===== src/rtl/sar_adc_pkg.sv =====
package sar_adc_pkg;
  typedef struct packed {
    logic loadMux;   // start taken: copy channel, record enable state
    logic initSar;   // sample phase over: load first trial
    logic decide;    // apply comparator to current trial bit
    logic latchRes;  // last decision: copy code to result
  } sarStrobe_t;
endpackage


===== src/rtl/sar_adc_ctrl.sv =====
module sar_adc_ctrl
  import sar_adc_pkg::*;
#(
  parameter int SAMPLE_CYCLES = 4,
  parameter int RES_W = 8
) (
  input  logic       clk,
  input  logic       rst_n,
  input  logic       startReq,
  output sarStrobe_t strb,
  output logic       sampleOn,
  output logic       holdOn,
  output logic       busy
);
  localparam int CNT_W = (SAMPLE_CYCLES > 1) ? $clog2(SAMPLE_CYCLES) : 1;
  localparam int BIT_W = (RES_W > 1) ? $clog2(RES_W) : 1;
  localparam logic [CNT_W-1:0] LAST_SAMPLE = CNT_W'(SAMPLE_CYCLES - 1);
  localparam logic [BIT_W-1:0] TOP_BIT = BIT_W'(RES_W - 1);

  typedef enum logic [1:0] {IDLE, SAMPLE, SETTLE, DECIDE} seqState_t;

  seqState_t state, stateNext;
  logic [CNT_W-1:0] sampleCnt;
  logic [BIT_W-1:0] bitCnt;

  always_comb begin
    strb = '0;
    stateNext = state;
    unique case (state)
      IDLE: if (startReq) begin
        strb.loadMux = 1'b1;
        stateNext = SAMPLE;
      end
      SAMPLE: if (sampleCnt == LAST_SAMPLE) begin
        strb.initSar = 1'b1;
        stateNext = SETTLE;
      end
      SETTLE: stateNext = DECIDE;
      DECIDE: begin
        strb.decide = 1'b1;
        if (bitCnt == '0) begin
          strb.latchRes = 1'b1;
          stateNext = IDLE;
        end else begin
          stateNext = SETTLE;
        end
      end
      default: stateNext = IDLE;
    endcase
  end

  always_ff @(posedge clk or negedge rst_n) begin
    if (!rst_n) begin
      state     <= IDLE;
      sampleCnt <= '0;
      bitCnt    <= '0;
    end else begin
      state <= stateNext;
      if (strb.loadMux)       sampleCnt <= '0;
      else if (state == SAMPLE) sampleCnt <= sampleCnt + 1'b1;
      if (strb.initSar)       bitCnt <= TOP_BIT;
      else if (strb.decide && bitCnt != '0) bitCnt <= bitCnt - 1'b1;
    end
  end

  assign sampleOn = (state == SAMPLE);
  assign holdOn   = (state == SETTLE) || (state == DECIDE);
  assign busy     = (state != IDLE);
endmodule


===== src/rtl/sar_adc_dp.sv =====
module sar_adc_dp
  import sar_adc_pkg::*;
#(
  parameter int CHAN_W = 3,
  parameter int RES_W = 8
) (
  input  logic              clk,
  input  logic              rst_n,
  input  sarStrobe_t        strb,
  input  logic              chanWe,
  input  logic [CHAN_W-1:0] chanIn,
  input  logic              convEn,
  input  logic              cmpHigh,
  output logic [CHAN_W-1:0] muxSel,
  output logic [RES_W-1:0]  tapCode,
  output logic [RES_W-1:0]  result,
  output logic              eocIrq,
  output logic              firstInvalid
);
  localparam logic [RES_W-1:0] TOP_MASK = {1'b1, {(RES_W-1){1'b0}}};

  logic [CHAN_W-1:0] chanReg;
  logic [RES_W-1:0]  sarReg, trialMask, decided;

  // current trial bit kept on comparator high, cleared otherwise
  assign decided = cmpHigh ? sarReg : (sarReg & ~trialMask);

  always_ff @(posedge clk or negedge rst_n) begin
    if (!rst_n) begin
      chanReg      <= '0;
      muxSel       <= '0;
      sarReg       <= '0;
      trialMask    <= '0;
      result       <= '0;
      eocIrq       <= 1'b0;
      firstInvalid <= 1'b0;
    end else begin
      if (chanWe) chanReg <= chanIn;
      if (strb.loadMux) begin
        muxSel       <= chanReg;
        firstInvalid <= ~convEn;
      end
      if (strb.initSar) begin
        sarReg    <= TOP_MASK;
        trialMask <= TOP_MASK;
      end else if (strb.decide) begin
        sarReg    <= decided | (trialMask >> 1);
        trialMask <= trialMask >> 1;
      end
      if (strb.latchRes) result <= decided;
      eocIrq <= strb.latchRes;
    end
  end

  assign tapCode = sarReg;
endmodule


===== src/rtl/sar_adc_seq.sv =====
module sar_adc_seq
  import sar_adc_pkg::*;
#(
  parameter int CHAN_W = 3,
  parameter int RES_W = 8,
  parameter int SAMPLE_CYCLES = 4
) (
  input  logic              clk,
  input  logic              rst_n,
  input  logic              chanWe,
  input  logic [CHAN_W-1:0] chanIn,
  input  logic              convEn,
  input  logic              startReq,
  input  logic              cmpHigh,
  output logic [CHAN_W-1:0] muxSel,
  output logic              sampleOn,
  output logic              holdOn,
  output logic [RES_W-1:0]  tapCode,
  output logic              busy,
  output logic [RES_W-1:0]  result,
  output logic              eocIrq,
  output logic              firstInvalid
);
  sarStrobe_t strb;

  sar_adc_ctrl #(.SAMPLE_CYCLES(SAMPLE_CYCLES), .RES_W(RES_W)) ctrl_i (
    .clk(clk), .rst_n(rst_n), .startReq(startReq), .strb(strb),
    .sampleOn(sampleOn), .holdOn(holdOn), .busy(busy)
  );

  sar_adc_dp #(.CHAN_W(CHAN_W), .RES_W(RES_W)) dp_i (
    .clk(clk), .rst_n(rst_n), .strb(strb), .chanWe(chanWe), .chanIn(chanIn),
    .convEn(convEn), .cmpHigh(cmpHigh), .muxSel(muxSel), .tapCode(tapCode),
    .result(result), .eocIrq(eocIrq), .firstInvalid(firstInvalid)
  );
endmodule


===== config.mk =====
export PLATFORM = sky130hd
export DESIGN_NAME = sar_adc_seq
export DESIGN_NICKNAME = d
export VERILOG_FILES = /design/src/rtl/sar_adc_pkg.sv /design/src/rtl/sar_adc_ctrl.sv /design/src/rtl/sar_adc_dp.sv /design/src/rtl/sar_adc_seq.sv
export SDC_FILE = /design/constraint.sdc
export NUM_CORES = 1
export LEC_CHECK = 0
export CORE_MARGIN = 3
export CORE_UTILIZATION = 35
export DETAILED_ROUTE_END_ITERATION = 10
export HOLD_SLACK_MARGIN = 0.1
export SYNTH_ARGS = -nofsm -noshare
export SYNTH_HDL_FRONTEND = slang
export SYNTH_SLANG_ARGS = --single-unit

===== constraint.sdc =====
create_clock -name clk -period 4.3 [get_ports clk]
set_input_delay 1.29 -clock clk [delete_from_list [all_inputs] [get_ports clk]]
set_output_delay 1.29 -clock clk [all_outputs]
set_load 0.01 [all_outputs]

# [Word level (Yosys, flattened, before mapping)]
# Index checks and enable logic that the tools add are counted.
[totals] latchBits=0 rom_bits=0 ramBits=0 register_bits=39 inputBits=9 memories=0 word_cells=51 out_inout_bits=24
[classes] shifts=0 n_bitwise=4 reduce_logical=10 div_mod_pow=0 muxes=19 eq_ne=6 mul=0 order_cmp=0 addsub=2
[ops] op="8-bit 2-to-1 mux" n=5
[ops] op="2-bit 2-to-1 mux" n=6
[ops] op="8-bit AND" n=1
[ops] op="8-bit NOT" n=1
[ops] op="8-bit by 7-bit bitwise OR with 8-bit output" n=1
[ops] op="2-bit case mux with 4 select lines" n=1
[ops] op="2-bit nonzero test" n=4
[ops] op="2-bit equality test (second input constant)" n=3
[ops] op="3-bit 2-to-1 mux" n=2
[ops] op="1-bit 2-to-1 mux" n=5
[ops] op="3-bit logical NOT" n=1
[ops] op="3-bit nonzero test" n=1
[ops] op="3-bit by 1-bit subtractor with 3-bit output (second input constant)" n=1
[ops] op="2-bit by 1-bit adder with 2-bit output (second input constant)" n=1
[ops] op="2-bit by 1-bit equality test with 1-bit output (second input constant)" n=1
[ops] op="2-bit logical NOT" n=1
[ops] op="2-bit by 1-bit != test with 1-bit output (second input constant)" n=1
[ops] op="2-bit != test (second input constant)" n=1
[ops] op="2-bit AND reduction" n=1
[ops] op="1-bit logical AND" n=1
[ops] op="1-bit logical OR" n=1
[ops] op="1-bit NOT" n=1

# [Logic depth before layout (Yosys ltp)]
# Gate-level depths: netlist (run 1).
[depth] word_depth=6 ltp_mapped=6 depth_no_buf=5

# [Modules after synthesis]
# Synthesis (run 1) repeated with hierarchy kept, for this count alone.
[unflattened] cells_unflattened=153 area_unflattened_um2=1808.0
[by_module_without_submodules] mod="sar_adc_dp" cells_each=110 area_each_um2=1373.8 seq_area_each_um2=800.8 n_inst=1
[by_module_without_submodules] mod="sar_adc_ctrl" cells_each=43 area_each_um2=434.2 seq_area_each_um2=175.2 n_inst=1

# [Worst setup path before layout (run 1)]
# Ideal clock, no wire load.
[synth_path] path_kind="reg2out" from="register ctrl_i.state[1]" to="output busy" stages_incl_launch_ff=3 slack_ns=2.126 required_time_ns=3.010 t_arrival_ns=0.884 n_path_buf=1 path_cell_list="dfrtp_1 -> buf_4 -> or2_2"
[synth_between] elab_chain_cells=1
[synth_lines] item="from (decl)" line="sar_adc_ctrl.sv:22" rtl="seqState_t state, stateNext;"
[synth_lines] item="from (signal assigned)" line="sar_adc_ctrl.sv:58" rtl="state <= stateNext;"
[synth_lines] item="2-bit nonzero test" line="sar_adc_ctrl.sv:68" rtl="assign busy = (state != IDLE);"
[synth_lines] item="to (decl)" line="sar_adc_seq.sv:19" rtl="output logic busy,"
# No other way between the ends.

# [Worst setup path in the final report (run 1)]
[layout_path] from="register ctrl_i.state[0]" to="output sampleOn"
[layout_between] elab_chain_cells=1
[layout_lines] item="2-bit by 1-bit equality test with 1-bit output" line="sar_adc_ctrl.sv:66" rtl="assign sampleOn = (state == SAMPLE);"
[layout_lines] item="to (decl)" line="sar_adc_seq.sv:16" rtl="output logic sampleOn,"
# No other way between the ends.

==> summary.txt, run 1 <==
Floorplanning
  • Die height: 75.73 um
  • Effective utilization at floorplan: 37.53%
  • Number of standard-cell rows in the floorplan: 24
  • CORE AREA: 4534 sq um
  • Die outline area: 5734 sq um
  • I/O Pins: 33
  • Die Span X: 75.73 um

Power
  • Worst-case vdd ir drop: 0.2477 mV
  • Total Power Consumption: 1.491 mW
  • Power per cell area: 701.2 nW/um^2
  • Leakage power: 0.9503 nW

GRT
  • Total overflow reported by the global router: 0
  • Tot GR Track Use: 13.70%
  • Global-route wire length before repair: 5.802 mm
  • Maximum number of pins on one net before global-route repair: 40
  • Number of global-route vias before repair: 1223
  • Antenna violations before repair: 0

Yosys
  • Largest family of logic cells by synthesized area: compound AO/OA/AOI/OAI gates
  • Gate Count Post-Synth: 153
  • Synthesized-area fraction occupied by adder cells: 2.206%
  • Fraction of synthesis flops using an asynchronous set or reset pin: 100.0%
  • Sequential fraction of the synthesis area: 57.35%
  • Top cell type's share of synthesized area: 57.35%
  • Most used standard cell by instance count after synthesis: sky130_fd_sc_hd__dfrtp_1
  • Top post-synthesis cells by count: sky130_fd_sc_hd__dfrtp_1, sky130_fd_sc_hd__o21ai_0, sky130_fd_sc_hd__nand2_1, sky130_fd_sc_hd__inv_1, sky130_fd_sc_hd__a22o_1
  • Total of warnings raised by yosys: 0
  • Primary flip-flop cell chosen by synthesis mapping: sky130_fd_sc_hd__dfrtp_1
  • Synthesized cell area: 1702 sq um
  • Synthesized-area fraction occupied by xor and xnor cells: 0%
  • Simple-gate share of the synthesized area: 10.29%
  • Share of cell area taken by muxes after synthesis: 6.471%
  • Cell type with the highest aggregate area in the netlist: sky130_fd_sc_hd__dfrtp_1
  • Post-synth EDFFs: 0
  • Synth Area in Compound Gates: 18.01%
  • Top cells by area in the synthesized netlist: sky130_fd_sc_hd__dfrtp_1, sky130_fd_sc_hd__o21ai_0, sky130_fd_sc_hd__a22o_1
  • #FFs+latches synth: 39
  • Number of unique standard cell types used by synthesis: 29
  • Synthesized Nets: 165
  • Synthesized area per cell: 11.12 sq um

Setup path
  • Crit-path cells: nor2b_1 -> clkdlybuf4s50_1
  • Reg2reg end: dp_i.result[0]
  • Startpoint kind of the worst setup timing path: register
  • Gate family responsible for the most delay along the worst path: flip-flops
  • Worst Path Arrival: 1.76 ns
  • Biggest fanout along the worst timing path: 17
  • Kind of end point of the critical path: output pin
  • Register-to-register setup slack: 2.71 ns
  • Required time of the critical path: 3.01 ns
  • Cells on worst reg2reg path: 4
  • Startpoint-to-endpoint class of the critical path: register to output pin
  • Slowest stage cell, crit path: sky130_fd_sc_hd__dfrtp_1
  • Startpoint of the worst register-to-register path: ctrl_i.bitCnt[0]
  • Max stage delay on crit path: 0.63 ns
  • Worst path bufs/invs: 1

STA
  • Final setup fails: 0
  • Number of pins with negative max-slew slack in the final report: 0
  • Clock period minus worst slack: 3.055 ns
  • Max-slew headroom at the worst pin: 43.18%
  • Final worst-path cycle share: 71.04%
  • Transition time at the pin with the least slew margin: 0.8522 ns
  • Highest attainable clock frequency: 327.4 MHz
  • Setup clock skew after layout: 0.004633 ns
  • Setup repair after global routing missed its margin: false
  • Final Hold Fails: 0
  • Setup TNS after final layout: 0 ns

Clock tree
  • CTS Buffer Depth: 2
  • Total setup buffers inserted after CTS: 0
  • Clock-pin slew on the worst setup and hold paths: 0.08 ns
  • Total CTS buffers: 5
  • # hold bufs at CTS: 0
  • Number of cells upsized or downsized after cts: 0
  • Num Clock Sinks: 39
  • CTS tree: built
  • H-tree Lvls: 2
  • Cell at the root of the clock tree: sky130_fd_sc_hd__clkbuf_8
  • Worst-Skew Late Latency: 0.29 ns

Route
  • 1st-iter DRT viols: 72
  • Routed via count divided by cell count: 4.799
  • Number of iterations in the first detailed-routing pass: 6
  • Drt drc: 0
  • Total wire length: 3.455 mm
  • Wire length per cell: 13.88 um
  • Post-route ant nets: 0
  • Total number of vias: 1195

Outcome
  • Outcome: finished clean

Worst hold path
  • Origin of the worst min-delay path: dp_i.result[1]
  • Path type of the worst min-delay path: register to register
  • Worst Hold Depth: 2
  • Hold path endpoint: dp_i.result[1]

Finish
  • Number of standard cells in the final layout excluding fillers: 249
  • Fraction of layout instances using a drive strength above 1: 9.783%
  • Inserted Diodes: 0
  • Total Nets Final: 195
  • Synthesis-to-layout area growth: 25.00%

Place
  • Placer Congestion: 0.7809
  • Inst Count DP: 241
  • Final HPWL DP: 2.386 mm
  • Port buffer count: 32

Run
  • Count of maximum capacitance violations: 0
[worst max path at each step]
stage                    startpoint        to  cells after the start
floorplan           ctrl_i.state[1]      busy                      2
global placement    ctrl_i.state[0]  sampleOn                      2
detailed placement  ctrl_i.state[0]  sampleOn                      2
CTS                 ctrl_i.state[0]  sampleOn                      2
global route        ctrl_i.state[0]  sampleOn                      2
finish              ctrl_i.state[0]  sampleOn                      2
[per-layer routing]
layer  vias to the layer above  track usage [%]  wire length [um]
met4                         0            4.078                21
met2                        16            22.53              1760
met5                         -                0                 0
li1                        588                -                 -
met1                       589            16.28              1553
met3                         2            5.937               119
[cells in the final DEF, fill, tap and decap left out, types with 2 or more instances in the layout]
| cell | count |
|---|---|
| sky130_fd_sc_hd__ha_1 | 3 |
| sky130_fd_sc_hd__a22oi_1 | 2 |
| sky130_fd_sc_hd__o21a_1 | 2 |
| sky130_fd_sc_hd__nand2_1 | 17 |
| sky130_fd_sc_hd__clkdlybuf4s50_1 | 31 |
| sky130_fd_sc_hd__dfrtp_1 | 39 |
| sky130_fd_sc_hd__a21oi_1 | 5 |
| sky130_fd_sc_hd__clkinv_2 | 3 |
| sky130_fd_sc_hd__mux2_4 | 3 |
| sky130_fd_sc_hd__mux2_2 | 4 |
| sky130_fd_sc_hd__a22o_1 | 10 |
| sky130_fd_sc_hd__o21ai_0 | 20 |
| sky130_fd_sc_hd__inv_1 | 11 |
| sky130_fd_sc_hd__mux2i_1 | 2 |
| sky130_fd_sc_hd__nor2b_1 | 8 |
| sky130_fd_sc_hd__o31ai_1 | 4 |
| sky130_fd_sc_hd__nor2_1 | 3 |
| sky130_fd_sc_hd__clkbuf_8 | 5 |
| sky130_fd_sc_hd__o22ai_1 | 2 |
[where the power goes]
group | leakage (nW) | switching, mW | internal (mW) | total, mW
logic | 0.414 | 0.295 | 0.329 | 0.624
registers | 0.489 | 0.121 | 0.509 | 0.629
clock network | 0.0477 | 0.127 | 0.111 | 0.238
total | 0.950 | 0.543 | 0.949 | 1.49
[cells by family (layout without fill, tap and decap cells)]
| family | Yosys count | count (layout) |
|---|---|---|
| AO/OA/AOI/OAI | 48 | 48 |
| adder cells (fa/ha/maj) | 3 | 3 |
| buffers and inverters | 20 | 51 |
| flip-flops | 39 | 39 |
| multiplexers | 9 | 9 |
| AND/OR/NAND/NOR | 34 | 34 |
[cell type report]
| cell class | instances | area, sq um |
|---|---|---|
| repair buffers | 32 | 315.3 |
| flip-flops and latches | 39 | 975.9 |
| multi-input cells | 94 | 629.4 |
| clock buffers | 5 | 68.82 |
| well taps | 65 | 81.33 |
| inverters | 11 | 41.29 |
| fillers | 445 | 2407 |
| clock inverters | 3 | 15.01 |
[metrics by stage]
step / utilization (%) / cell area (sq um) / setup slack [ns] / hold WS [ns]
finish: 46.91 / 2127 / 1.245 / 0.4757
global route: 46.91 / 2127 / 1.089 / 0.5063
CTS: 46.91 / 2127 / 1.217 / 0.4828
detailed placement: 45.06 / 2043 / 1.547 / 0.4681
global placement: 45.06 / 2043 / 1.597 / 0.4590
floorplan: - / 1702 / 2.126 / 0.4584
[state kept, by name (all words and copies together) (netlist names)]
register           count
dp_i.result            8
dp_i.tapCode           8
dp_i.trialMask         8
ctrl_i.bitCnt          3
dp_i.chanReg           3
dp_i.muxSel            3
ctrl_i.sampleCnt       2
ctrl_i.state           2
dp_i.eocIrq            1
dp_i.firstInvalid      1
[worst min-delay path, stage by stage, from the launching register on]
cell,delay (ns)
sky130_fd_sc_hd__dfrtp_1,0.34
sky130_fd_sc_hd__nand2_1,0.05
sky130_fd_sc_hd__o31ai_1,0.05
No activity file was read; power rests on OpenSTA's default activity.
==> run 2, diff against run 1 <==
- clock period: 4.3 -> 2.7 ns (I/O delays scaled with it)
==> summary.txt, run 2 (synthesis gave the netlist of run 1 again) <==
Setup path
  • Required time of the critical path: 1.89 ns
  • Max stage delay on crit path: 0.54 ns
  • Register-to-register setup slack: 1.03 ns
  • Reg2reg end: dp_i.result[6]
  • Biggest fanout along the worst timing path: 15
  • Startpoint kind of the worst setup timing path: register
  • Crit-path cells: or2_2 -> clkdlybuf4s50_1
  • Startpoint-to-endpoint class of the critical path: register to output pin
  • Kind of end point of the critical path: output pin
  • Worst path bufs/invs: 1
  • Startpoint of the worst register-to-register path: ctrl_i.bitCnt[0]
  • Slowest stage cell, crit path: sky130_fd_sc_hd__dfrtp_1
  • Path length in cells of the critical path: 2
  • Worst Path Arrival: 1.68 ns
  • Gate family responsible for the most delay along the worst path: flip-flops
  • Cells on worst reg2reg path: 4

Route
  • Number of iterations in the first detailed-routing pass: 4
  • Total number of vias: 1210
  • Wire length per cell: 13.10 um
  • Drt drc: 0
  • Total wire length: 3.276 mm
  • Post-route ant nets: 0
  • 1st-iter DRT viols: 60
  • Routed via count divided by cell count: 4.840

Finish
  • Inserted Diodes: 0
  • Synthesis-to-layout area growth: 26.40%
  • Number of standard cells in the final layout excluding fillers: 250
  • Most frequent standard cell in the layout excluding fill and tap cells: sky130_fd_sc_hd__dfrtp_1
  • Total Nets Final: 196
  • Most used cells in the layout excluding fill and tap cells: sky130_fd_sc_hd__dfrtp_1, sky130_fd_sc_hd__clkdlybuf4s50_1, sky130_fd_sc_hd__o21ai_0
  • Fraction of layout instances using a drive strength above 1: 9.730%

STA
  • Number of pins with negative max-slew slack in the final report: 0
  • Setup clock skew after layout: 0.001763 ns
  • Final setup fails: 0
  • Final worst-path cycle share: 92.22%
  • Max-slew headroom at the worst pin: 42.24%
  • Setup repair after global routing missed its margin: false
  • Transition time at the pin with the least slew margin: 0.8663 ns
  • Final Hold Fails: 0
  • Highest attainable clock frequency: 401.6 MHz
  • Setup TNS after final layout: 0 ns
  • Clock period minus worst slack: 2.490 ns

Clock tree
  • Number of cells upsized or downsized after cts: 0
  • Total CTS buffers: 5
  • Total setup buffers inserted after CTS: 0
  • Num Clock Sinks: 39
  • H-tree Lvls: 2
  • Cell at the root of the clock tree: sky130_fd_sc_hd__clkbuf_8
  • # hold bufs at CTS: 0
  • Worst-Skew Late Latency: 0.28 ns
  • Clock-pin slew on the worst setup and hold paths: 0.07 ns
  • CTS Buffer Depth: 2
  • CTS tree: built

Power
  • Power per cell area: 1127 nW/um^2
  • Leakage power: 0.9589 nW
  • Worst-case vdd ir drop: 0.3835 mV

Place
  • Final HPWL DP: 2.280 mm
  • Inst Count DP: 242
  • Port buffer count: 32
  • Placer Congestion: 0.7575

Floorplanning
  • I/O Pins: 33
  • Die Span X: 75.73 um
  • Die height: 75.73 um
  • Effective utilization at floorplan: 37.53%
  • CORE AREA: 4534 sq um
  • Number of standard-cell rows in the floorplan: 24
  • Die outline area: 5734 sq um

Worst hold path
  • Origin of the worst min-delay path: dp_i.result[1]
  • Path type of the worst min-delay path: register to register
  • Worst Hold Depth: 2
  • Hold path endpoint: dp_i.result[1]

GRT
  • Global-route wire length before repair: 5.520 mm
  • Total overflow reported by the global router: 0
  • Number of global-route vias before repair: 1175
  • Maximum number of pins on one net before global-route repair: 40
  • Tot GR Track Use: 12.71%
  • Antenna violations before repair: 0

Run
  • Count of maximum capacitance violations: 0

Outcome
  • Outcome: finished clean
[run 2: per-layer routing]
layer,share of wire (%),track usage (%),vias to the layer above
li1,-,-,590
met1,46,16.20,598
met2,50,20.61,17
met3,2.6,4.354,5
met4,1.1,3.495,0
met5,0,0,-
[run 2: report_power, final]
group | internal [mW] | leakage, nW | switching [mW]
clock | 0.233 | 0.0515 | 0.195
sequential | 0.811 | 0.489 | 0.166
combinational | 0.533 | 0.419 | 0.485
total | 1.58 | 0.959 | 0.846
[run 2: worst reg2reg max path, cell delays in order, from the launching register on]
cell                       delay (ns)
sky130_fd_sc_hd__dfrtp_1         0.40
sky130_fd_sc_hd__inv_1           0.11
sky130_fd_sc_hd__ha_1            0.23
sky130_fd_sc_hd__nand4b_2        0.40
sky130_fd_sc_hd__o31ai_1         0.42
[run 2: final cells by class]
type | instances | area [sq um]
fill | 422 | 2384
sequential | 39 | 975.9
multi-input combinational | 94 | 629.4
timing repair buffer | 33 | 322.8
clock buffer | 8 | 100.1
tap | 65 | 81.33
inverter | 11 | 41.29
[run 2: per-stage QoR]
stage	hold slack [ns]	instance area, sq um	worst slack (ns)	total power [mW]	util, %
6_report	0.4740	2151	0.2099	2.423	47.43
5_1_grt	0.4976	2151	0.1140	2.612	47.43
4_1_cts	0.4839	2151	0.2013	2.454	47.43
3_5_place_dp	0.4669	2051	0.4560	2.021	45.23
3_3_place_gp	0.4590	2051	0.4838	1.988	45.23
2_1_floorplan	0.4584	1702	1.006	1.596	-
[run 2: how the worst max path moves through the flow]
| stage | start | end |
|---|---|---|
| 2_1_floorplan | ctrl_i.state[1] | busy |
| 3_3_place_gp | startReq | dp_i.muxSel[0] |
| 3_5_place_dp | startReq | dp_i.muxSel[1] |
| 4_1_cts | ctrl_i.state[1] | busy |
| 5_1_grt | ctrl_i.state[1] | sampleOn |
| 6_report | ctrl_i.state[1] | busy |
